<file path="src/rtl/mrx_pkg.sv">
`timescale 1ns/1ps
package mrx_pkg;
  typedef enum logic [1:0] {
    TRK_HUNT   = 2'd0,
    TRK_ARMED  = 2'd1,
    TRK_LOCKED = 2'd2
  } trk_state_e;
endpackage

</file>
<file path="src/rtl/mrx_edge_det.sv">
`timescale 1ns/1ps
// Input register chain; exposes the newest two registered samples.
module mrx_edge_det #(
  parameter int unsigned STAGES = 2
) (
  input  logic       clk,
  input  logic       rst,
  input  logic       din,
  output logic [1:0] tap
);
  logic [STAGES-1:0] chain;

  always_ff @(posedge clk) begin
    if (rst) begin
      chain <= '0;
    end else begin
      chain[0] <= din;
      for (int i = 1; i < STAGES; i++) chain[i] <= chain[i-1];
    end
  end

  // tap[1] = newer sample, tap[0] = older sample
  assign tap = {chain[STAGES-2], chain[STAGES-1]};
endmodule

</file>
<file path="src/rtl/mrx_bit_tracker.sv">
`timescale 1ns/1ps
module mrx_bit_tracker
  import mrx_pkg::*;
#(
  parameter int unsigned WIN_LO  = 6,
  parameter int unsigned WIN_HI  = 10,
  parameter int unsigned CNT_MAX = 40,
  parameter int unsigned CW      = 6
) (
  input  logic          clk,
  input  logic          rst,
  input  logic [1:0]    tap,
  output logic [CW-1:0] cnt_q,
  output logic [CW-1:0] cnt_d,
  output trk_state_e    state_q,
  output logic          lock_d,
  output logic          data_q
);
  localparam logic [CW-1:0] LO_C  = CW'(WIN_LO);
  localparam logic [CW-1:0] HI_C  = CW'(WIN_HI);
  localparam logic [CW-1:0] MAX_C = CW'(CNT_MAX);
  localparam logic [CW-1:0] ONE_C = CW'(1);

  trk_state_e state_d;
  logic       data_d;
  logic       edge_p;
  logic       in_win;

  assign edge_p = tap[1] ^ tap[0];
  assign in_win = (cnt_q >= LO_C) && (cnt_q <= HI_C);

  always_comb begin
    cnt_d   = cnt_q;
    state_d = state_q;
    data_d  = data_q;
    if (edge_p && state_q == TRK_HUNT) begin
      cnt_d   = ONE_C;
      state_d = TRK_ARMED;
      data_d  = tap[1];
    end else if (edge_p && in_win) begin
      cnt_d   = ONE_C;
      state_d = TRK_LOCKED;
      data_d  = tap[1];
    end else begin
      if (cnt_q != MAX_C) cnt_d = cnt_q + ONE_C;
      if (state_q != TRK_HUNT && cnt_q >= HI_C) state_d = TRK_HUNT;
    end
  end

  assign lock_d = (state_d == TRK_LOCKED);

  always_ff @(posedge clk) begin
    if (rst) begin
      cnt_q   <= MAX_C;
      state_q <= TRK_HUNT;
      data_q  <= 1'b0;
    end else begin
      cnt_q   <= cnt_d;
      state_q <= state_d;
      data_q  <= data_d;
    end
  end

  AST_EARLY_EDGE_IGNORED: assert property (@(posedge clk) disable iff (rst)
    (edge_p && state_q != TRK_HUNT && cnt_q < LO_C) |=> (data_q == $past(data_q)) && (cnt_q == $past(cnt_q) + ONE_C));
  AST_LOCK_FROM_ARMED: assert property (@(posedge clk) disable iff (rst)
    (state_q == TRK_LOCKED && $past(state_q) != TRK_LOCKED) |-> ($past(state_q) == TRK_ARMED));
  AST_TRACK_BOUNDED: assert property (@(posedge clk) disable iff (rst)
    (state_q != TRK_HUNT) |-> (cnt_q <= HI_C));
  AST_DATA_ON_EDGE: assert property (@(posedge clk) disable iff (rst)
    (data_q != $past(data_q)) |-> $past(edge_p));
endmodule

</file>
<file path="src/rtl/mrx_link_status.sv">
`timescale 1ns/1ps
module mrx_link_status #(
  parameter int unsigned OSR      = 8,
  parameter int unsigned CRS_HOLD = 16,
  parameter int unsigned CNT_MAX  = 40,
  parameter int unsigned CW       = 6
) (
  input  logic          clk,
  input  logic          rst,
  input  logic [CW-1:0] cnt_d,
  input  logic          lock_d,
  output logic          crs,
  output logic          rx_clk
);
  localparam int unsigned PW     = $clog2(OSR);
  localparam logic [CW-1:0] HOLD_C = CW'(CRS_HOLD);
  localparam logic [CW-1:0] MAX_C  = CW'(CNT_MAX);

  logic en_q, en_d, half;

  generate
    if ((OSR & (OSR - 1)) == 0) begin : g_pow2
      assign half = cnt_d[PW-1];
    end else begin : g_mod
      assign half = (cnt_d % CW'(OSR)) >= CW'(OSR / 2);
    end
  endgenerate

  assign en_d = lock_d | (en_q & (cnt_d < MAX_C));

  always_ff @(posedge clk) begin
    if (rst) begin
      crs    <= 1'b0;
      en_q   <= 1'b0;
      rx_clk <= 1'b0;
    end else begin
      crs    <= lock_d | (crs & (cnt_d < HOLD_C));
      en_q   <= en_d;
      rx_clk <= en_d & half;
    end
  end

  AST_CLK_NEEDS_ENABLE: assert property (@(posedge clk) disable iff (rst)
    $rose(rx_clk) |-> en_q);
endmodule

</file>
<file path="src/rtl/mrx_col_detect.sv">
`timescale 1ns/1ps
module mrx_col_detect #(
  parameter int unsigned OSR = 8
) (
  input  logic       clk,
  input  logic       rst,
  input  logic [1:0] tap,
  output logic       col
);
  localparam int unsigned GW = $clog2(OSR + 1);
  localparam logic [GW-1:0] FULL_C = GW'(OSR);
  localparam logic [GW-1:0] NEAR_C = GW'(OSR - 1);
  localparam logic [GW-1:0] ONE_C  = GW'(1);

  logic [GW-1:0] gap;
  logic          cedge;

  assign cedge = tap[1] ^ tap[0];

  always_ff @(posedge clk) begin
    if (rst) begin
      gap <= FULL_C;
      col <= 1'b0;
    end else if (cedge) begin
      if (gap < FULL_C) col <= 1'b1;
      gap <= ONE_C;
    end else begin
      if (gap >= NEAR_C) col <= 1'b0;
      if (gap != FULL_C) gap <= gap + ONE_C;
    end
  end

  AST_COL_RISE_ON_EDGE: assert property (@(posedge clk) disable iff (rst)
    $rose(col) |-> $past(cedge));
  AST_COL_QUIET_LOW: assert property (@(posedge clk) disable iff (rst)
    (gap == FULL_C) |-> !col);
endmodule

</file>
<file path="src/rtl/mrx_decoder.sv">
`timescale 1ns/1ps
module mrx_decoder
  import mrx_pkg::*;
#(
  parameter int unsigned OSR         = 8,
  parameter int unsigned WIN_LO      = 6,
  parameter int unsigned WIN_HI      = 10,
  parameter int unsigned IDLE_BITS   = 5,
  parameter int unsigned SYNC_STAGES = 2
) (
  input  logic clk,
  input  logic rst,
  input  logic rx_line,
  input  logic tx_loop,
  input  logic loopback,
  input  logic col_line,
  output logic rx_clk,
  output logic rx_data,
  output logic crs,
  output logic col
);
  localparam int unsigned CRS_HOLD = 2 * OSR;
  localparam int unsigned CNT_MAX  = IDLE_BITS * OSR;
  localparam int unsigned CW       = $clog2(CNT_MAX + 1);
  localparam logic [CW-1:0] HOLD_C = CW'(CRS_HOLD);
  localparam logic [CW-1:0] MAX_C  = CW'(CNT_MAX);

  logic          line_sel;
  logic [1:0]    rx_tap, col_tap;
  logic [CW-1:0] cnt_q, cnt_d;
  trk_state_e    state_q;
  logic          lock_d;

  assign line_sel = loopback ? tx_loop : rx_line;

  mrx_edge_det #(.STAGES(SYNC_STAGES)) u_rx_sync (
    .clk(clk), .rst(rst), .din(line_sel), .tap(rx_tap));

  mrx_edge_det #(.STAGES(SYNC_STAGES)) u_col_sync (
    .clk(clk), .rst(rst), .din(col_line), .tap(col_tap));

  mrx_bit_tracker #(.WIN_LO(WIN_LO), .WIN_HI(WIN_HI), .CNT_MAX(CNT_MAX), .CW(CW)) u_track (
    .clk(clk), .rst(rst), .tap(rx_tap), .cnt_q(cnt_q), .cnt_d(cnt_d),
    .state_q(state_q), .lock_d(lock_d), .data_q(rx_data));

  mrx_link_status #(.OSR(OSR), .CRS_HOLD(CRS_HOLD), .CNT_MAX(CNT_MAX), .CW(CW)) u_link (
    .clk(clk), .rst(rst), .cnt_d(cnt_d), .lock_d(lock_d), .crs(crs), .rx_clk(rx_clk));

  mrx_col_detect #(.OSR(OSR)) u_col (
    .clk(clk), .rst(rst), .tap(col_tap), .col(col));

  AST_CRS_HOLDOFF: assert property (@(posedge clk) disable iff (rst)
    $fell(crs) |-> (cnt_q == HOLD_C));
  AST_CLK_IDLE_LOW: assert property (@(posedge clk) disable iff (rst)
    (cnt_q == MAX_C) |-> !rx_clk);
  AST_CRS_WHEN_LOCKED: assert property (@(posedge clk) disable iff (rst)
    (state_q == TRK_LOCKED) |-> crs);
endmodule

</file>
<file path="config.mk">
export PLATFORM = sky130hd
export DESIGN_NAME = mrx_decoder
export DESIGN_NICKNAME = d
export VERILOG_FILES = /design/src/rtl/mrx_pkg.sv /design/src/rtl/mrx_edge_det.sv /design/src/rtl/mrx_bit_tracker.sv /design/src/rtl/mrx_link_status.sv /design/src/rtl/mrx_col_detect.sv /design/src/rtl/mrx_decoder.sv
export SDC_FILE = /design/constraint.sdc
export NUM_CORES = 1
export LEC_CHECK = 0
export ABC_AREA = 1
export ABC_CLOCK_PERIOD_IN_PS = 3560
export BUFFER_PORTS_ARGS = -buffer_cell sky130_fd_sc_hd__clkbuf_2
export CORE_MARGIN = 5
export CORE_UTILIZATION = 35
export CTS_BUF_LIST = sky130_fd_sc_hd__clkbuf_16
export DETAILED_ROUTE_END_ITERATION = 8
export PLACE_DENSITY = 0.58
export REMOVE_ABC_BUFFERS = 1
export SETUP_SLACK_MARGIN = 0.4
export SKIP_CTS_REPAIR_TIMING = 1
export SYNTH_ARGS = -nofsm -noshare
export SYNTH_HDL_FRONTEND = slang
export SYNTH_SLANG_ARGS = --single-unit
</file>
<file path="constraint.sdc">
create_clock -name clk -period 3.56 [get_ports clk]
set_input_delay 0.534 -clock clk [delete_from_list [all_inputs] [get_ports clk]]
set_output_delay 0.534 -clock clk [all_outputs]
set_load 0.02 [all_outputs]
</file>
Word-level counts from Yosys, hierarchy flattened

Cells that the tools add are included.

Latch bits: 0
Memories: 0
Input bits: 6
ROM bits: 0
Bits in registers: 21
Output and inout bits: 4
RAM bits: 0

Mux-type cells: 14
$mul: 0
Add/sub/neg operators: 2
Eq/ne operators: 4
Divide/modulo/power cells: 0
Shift-type cells: 0
Order comparisons: 7
Bitwise operators: 7
Reductions and logical operators: 11

Operators by type and width:

| operator            | number |
|---|---|
| $mux 6              | 3 |
| $mux 4              | 2 |
| $reduce_bool 2->1   | 4 |
| $add 6x1->6 const B | 1 |
| $ge 6x3->1 const B  | 1 |
| $ge 6x4->1 const B  | 1 |
| $le 6x4->1 const B  | 1 |
| $lt 6x5->1 const B  | 1 |
| $lt 6x6->1 const B  | 1 |
| $mux 1              | 6 |
| $mux 2              | 3 |
| $ne 6x6->1 const B  | 1 |
| $add 4x1->4 const B | 1 |
| $ge 4x3->1 const B  | 1 |
| $logic_and 1x1->1   | 4 |
| $lt 4x4->1 const B  | 1 |
| $ne 4x4->1 const B  | 1 |
| $and 1x1->1         | 3 |
| $eq 2x2->1 const B  | 1 |
| $logic_not 2->1     | 1 |
| $ne 2x2->1 const B  | 1 |
| $or 1x1->1          | 2 |
| $reduce_and 2->1    | 1 |
| $reduce_or 2->1     | 1 |
| $xor 1x1->1         | 2 |

Longest topological paths before layout

Depth after elaboration: 9
Depth in mapped cells: 10
Gate-level depth less buffers: 10

Hierarchy

From an unflattened synthesis, not the netlist that was laid out.

Cells, all modules: 152
Area total of the unflattened synthesis: 1114.8 sq um

Modules (own cells, without submodules):

| module          | cells an instance | seq. area each (sq um) | area an instance (sq um) | times used |
|---|---|---|---|---|
| mrx_bit_tracker | 82                | 180.2                  | 609.3                    | 1 |
| mrx_col_detect  | 41                | 100.1                  | 276.5                    | 1 |
| mrx_edge_det    | 6                 | 40.0                   | 55.1                     | 2 |
| mrx_link_status | 13                | 60.1                   | 103.8                    | 1 |
| mrx_decoder     | 4                 | 0.0                    | 15.0                     | 1 |

Worst setup path before layout

Ideal clock, no wire load.

Path type: reg2reg
From: reg u_track.cnt_q[0]
To: reg u_track.data_q
Path buffers: 0
Stages on the path, launching flop included: 10
Path slack: 2.211 ns
Setup time: 0.109 ns
Arrival time: 1.240 ns
Cells stage by stage: dfxtp_1 -> inv_1 -> ha_1 -> nand3_2 -> nand2_2 -> nand2_4 -> nand2_4 -> or2_1 -> nand2_1 -> inv_1

Cells in the longest elaborated chain, start to end: 4

Ends and longest elaborated chain:

| item                                     | RTL line              | source |
|---|---|---|
| from (decl)                              | mrx_bit_tracker.sv:13 | `output logic [CW-1:0] cnt_q,` |
| from (signal assigned)                   | mrx_bit_tracker.sv:58 | `cnt_q <= cnt_d;` |
| $ge 6x3->1 or $le 6x4->1 (tied branches) | mrx_bit_tracker.sv:30 | `assign in_win = (cnt_q >= LO_C) && (cnt_q <= HI_C);` |
| $logic_and 1x1->1 (*)                    | mrx_bit_tracker.sv:30 |  |
| $logic_and 1x1->1 (*)                    | mrx_bit_tracker.sv:40 | `end else if (edge_p && in_win) begin` |
| $reduce_bool 2->1 (no line) (*)          | n/a                   |  |
| to (signal assigned)                     | mrx_bit_tracker.sv:60 | `data_q <= data_d;` |
| to (decl)                                | mrx_bit_tracker.sv:17 | `output logic data_q` |

Every way passes the cells marked *; elsewhere a longest branch is shown, timed or not.
A chain may end at the register's enable or synchronous reset.

Worst setup path after layout

Ends and elaborated chain as after synthesis.

==> flow_summary.json <==
{
  "fin_crit_ns": 1.48,
  "synth_mux_area_share_pct": 0,
  "power_leakage_nw": 0.573,
  "slew-limit-headroom_pct": 79.6,
  "hold_path_class": "register to register",
  "holdPathEnd": "u_col_sync.chain[1]",
  "fin_nets": 156,
  "dr.pass1.iters": 4,
  "final_util_pct": 42.7,
  "cp_cell_sequence": "inv_1, ha_1, nand3_2, nand2_2, nand2_4, nand2_4, or2_1, nand2_1, inv_1",
  "setup_viol": 0,
  "initial_core_util_pct": 37.4,
  "synth-seq-cells": 21,
  "drive_gt1_share_pct": 16.7,
  "instances_no_fill": 175,
  "yosysWarnings": 0,
  "globalplace.congestion": 0.819,
  "core_area_sq_um": 2810,
  "reg2reg_slack_ns": 2.08,
  "hold_ws_ns": 0.438,
  "cts_tree": "built",
  "reg2reg_to": "u_track.data_q",
  "critPathMaxStageDelay_ns": 0.43,
  "status": "finished clean",
  "slowest_stage": "dfxtp_1",
  "synthXorXnorAreaFrac_pct": 5.01,
  "rsz0062_at_grt": "false",
  "seq_area_sq_um": 420,
  "grt_max_degree": 14,
  "syn-cell-area_sq_um": 1050,
  "synthCells": 133,
  "final.setup.worst_slack_ns": 2.08,
  "critPathRequiredTime_ns": 3.72,
  "cp-startpoint": "u_track.cnt_q[0]",
  "fin_skew_ns": 0.00305,
  "vias_per_cell": 4.75,
  "worst-path-max-fanout": 6,
  "wl_per_cell_um": 11.2,
  "clock.fmax_mhz": 673,
  "hpwl_mm": 1.53,
  "postLayoutCellArea_sq_um": 1200,
  "overflow": 0,
  "worst_setup_path_end_kind": "register",
  "hold_start": "u_col_sync.chain[0]",
  "synth_top_family_by_area": "simple AND/OR/NAND/NOR gates",
  "cp_num_cells": 9,
  "drt_wl_total_mm": 1.96,
  "num_vias": 832,
  "r2r_start": "u_track.cnt_q[0]",
  "cts_max_path_buffers": 2,
  "cts_root_buf": "clkbuf_16",
  "synth_compound_area_share_pct": 8.10,
  "peakVddDrop_mv": 0.241,
  "diodes": 0,
  "dp_cells": 171,
  "io_pins": 10,
  "grt_pass1_wl_mm": 3.46,
  "crit_family": "simple AND/OR/NAND/NOR gates",
  "final_common_cell": "nand2_1",
  "crit_arrival_ns": 1.64,
  "cts-buffers-inserted": 3,
  "dieWidth_um": 64.8,
  "multi_input_area_sq_um": 547,
  "drc": 0,
  "synth_adder_area_share_pct": 5.96,
  "clock_latency_ns": 0.25,
  "ant_nets": 0,
  "ys_seq_area_share_pct": 40.0,
  "die_h_um": 64.8,
  "syn_to_final_growth_pct": 14.1,
  "p_total_uw": 632,
  "clk_pin_slew_worst_paths_ns": 0.06,
  "p_per_area_nw_per_um2": 528,
  "min_period_over_period_pct": 41.7,
  "hold_viol_final": 0,
  "port_buffers": 9,
  "place_ws_ns": 2.09,
  "r2r_cells": 9,
  "drv_slew": 0,
  "startpoint_type": "register",
  "max_cap_violations": 0,
  "first_global_vias": 817,
  "synth_cell_types": 26,
  "tightest_slew_ns": 0.306,
  "path_class": "register to register",
  "whs_path_depth": 2,
  "antenna_found_initial": 0,
  "drtIter0Drc": 31,
  "grt_usage_pct": 10.7,
  "setup_tns_ns": 0,
  "syn_area_per_cell_sq_um": 7.89,
  "htree_num_levels": 1,
  "cts_num_sinks": 21,
  "critPathBufInv": 2,
  "synth_simple_gate_area_share_pct": 33.0,
  "fp-row-count": 19,
  "placed_area_sq_um": 1120,
  "fillers": 288,
  "dieArea_sq_um": 4190,
  "layout_common_cells": "nand2_1, dfxtp_1, inv_1"
}
[logic make-up after synthesis]
family,after synthesis
AND/OR/NAND/NOR,65
flip-flops,21
buffers and inverters,20
AO/OA/AOI/OAI,16
XOR/XNOR,6
adder cells (fa/ha/maj),5
[registers in the layout (all words and copies together) (netlist names)]
signal	flops
u_track.state_q	2
u_link.rx_clk	1
u_col.col	1
u_track.data_q	1
u_track.cnt_q	6
u_col.gap	4
u_rx_sync.chain	2
u_link.crs	1
u_col_sync.chain	2
u_link.en_q	1
[area by class of cell]
cell class                      instances  area share (%)
Inverter                               18            5.64
Multi-Input combinational cell         92            45.7
Sequential cell                        21            35.1
Tap cell                               31            3.24
Timing Repair Buffer                    9            3.76
Clock buffer                            3            6.27
Clock inverter                          1           0.313
[Yosys cell counts (all sizes together)]
cell / n / area (sq um)
nor3: 3 / 15.0
o21ai: 6 / 30.0
ha: 5 / 62.6
or2: 2 / 12.5
o31ai: 1 / 7.51
nand3b: 1 / 7.51
xor2: 5 / 43.8
buf: 1 / 11.3
clkbuf: 1 / 3.75
nand2: 28 / 130
a21oi: 8 / 40.0
dfxtp: 21 / 420
nor2: 14 / 67.6
nand4: 4 / 25.0
xnor2: 1 / 8.76
and2: 1 / 6.26
nand3: 12 / 82.6
inv: 18 / 67.6
a211oi: 1 / 7.51
[per-layer routing]
layer	wire length [um]	global-route usage [%]
met4	42	5.80
met3	65	2.76
met2	953	17.9
met1	893	12.4
met5	0	0
[worst max-delay path by stage]
stage / endpoint / slack (ns)
after floorplan: u_track.data_q / 2.21
after global placement: u_link.rx_clk / 2.14
after detailed placement: u_track.data_q / 2.09
after CTS: u_track.data_q / 2.08
after global routing: u_track.data_q / 1.97
final: u_track.data_q / 2.08
[tightest hold or removal path: cells and delay by family, from the launching register on]
kind	cells	cell delay (ns)
buffers and inverters	1	0.05
AND/OR/NAND/NOR	1	0.03
flip-flops	1	0.31
[power breakdown]
group          internal (mW)  switching [mW]  total (mW)
combinational         0.0463          0.0737       0.120
sequential             0.257          0.0233       0.280
clock                  0.150          0.0830       0.233
total                  0.452           0.180       0.632
Power figures use the tool's default switching activity.
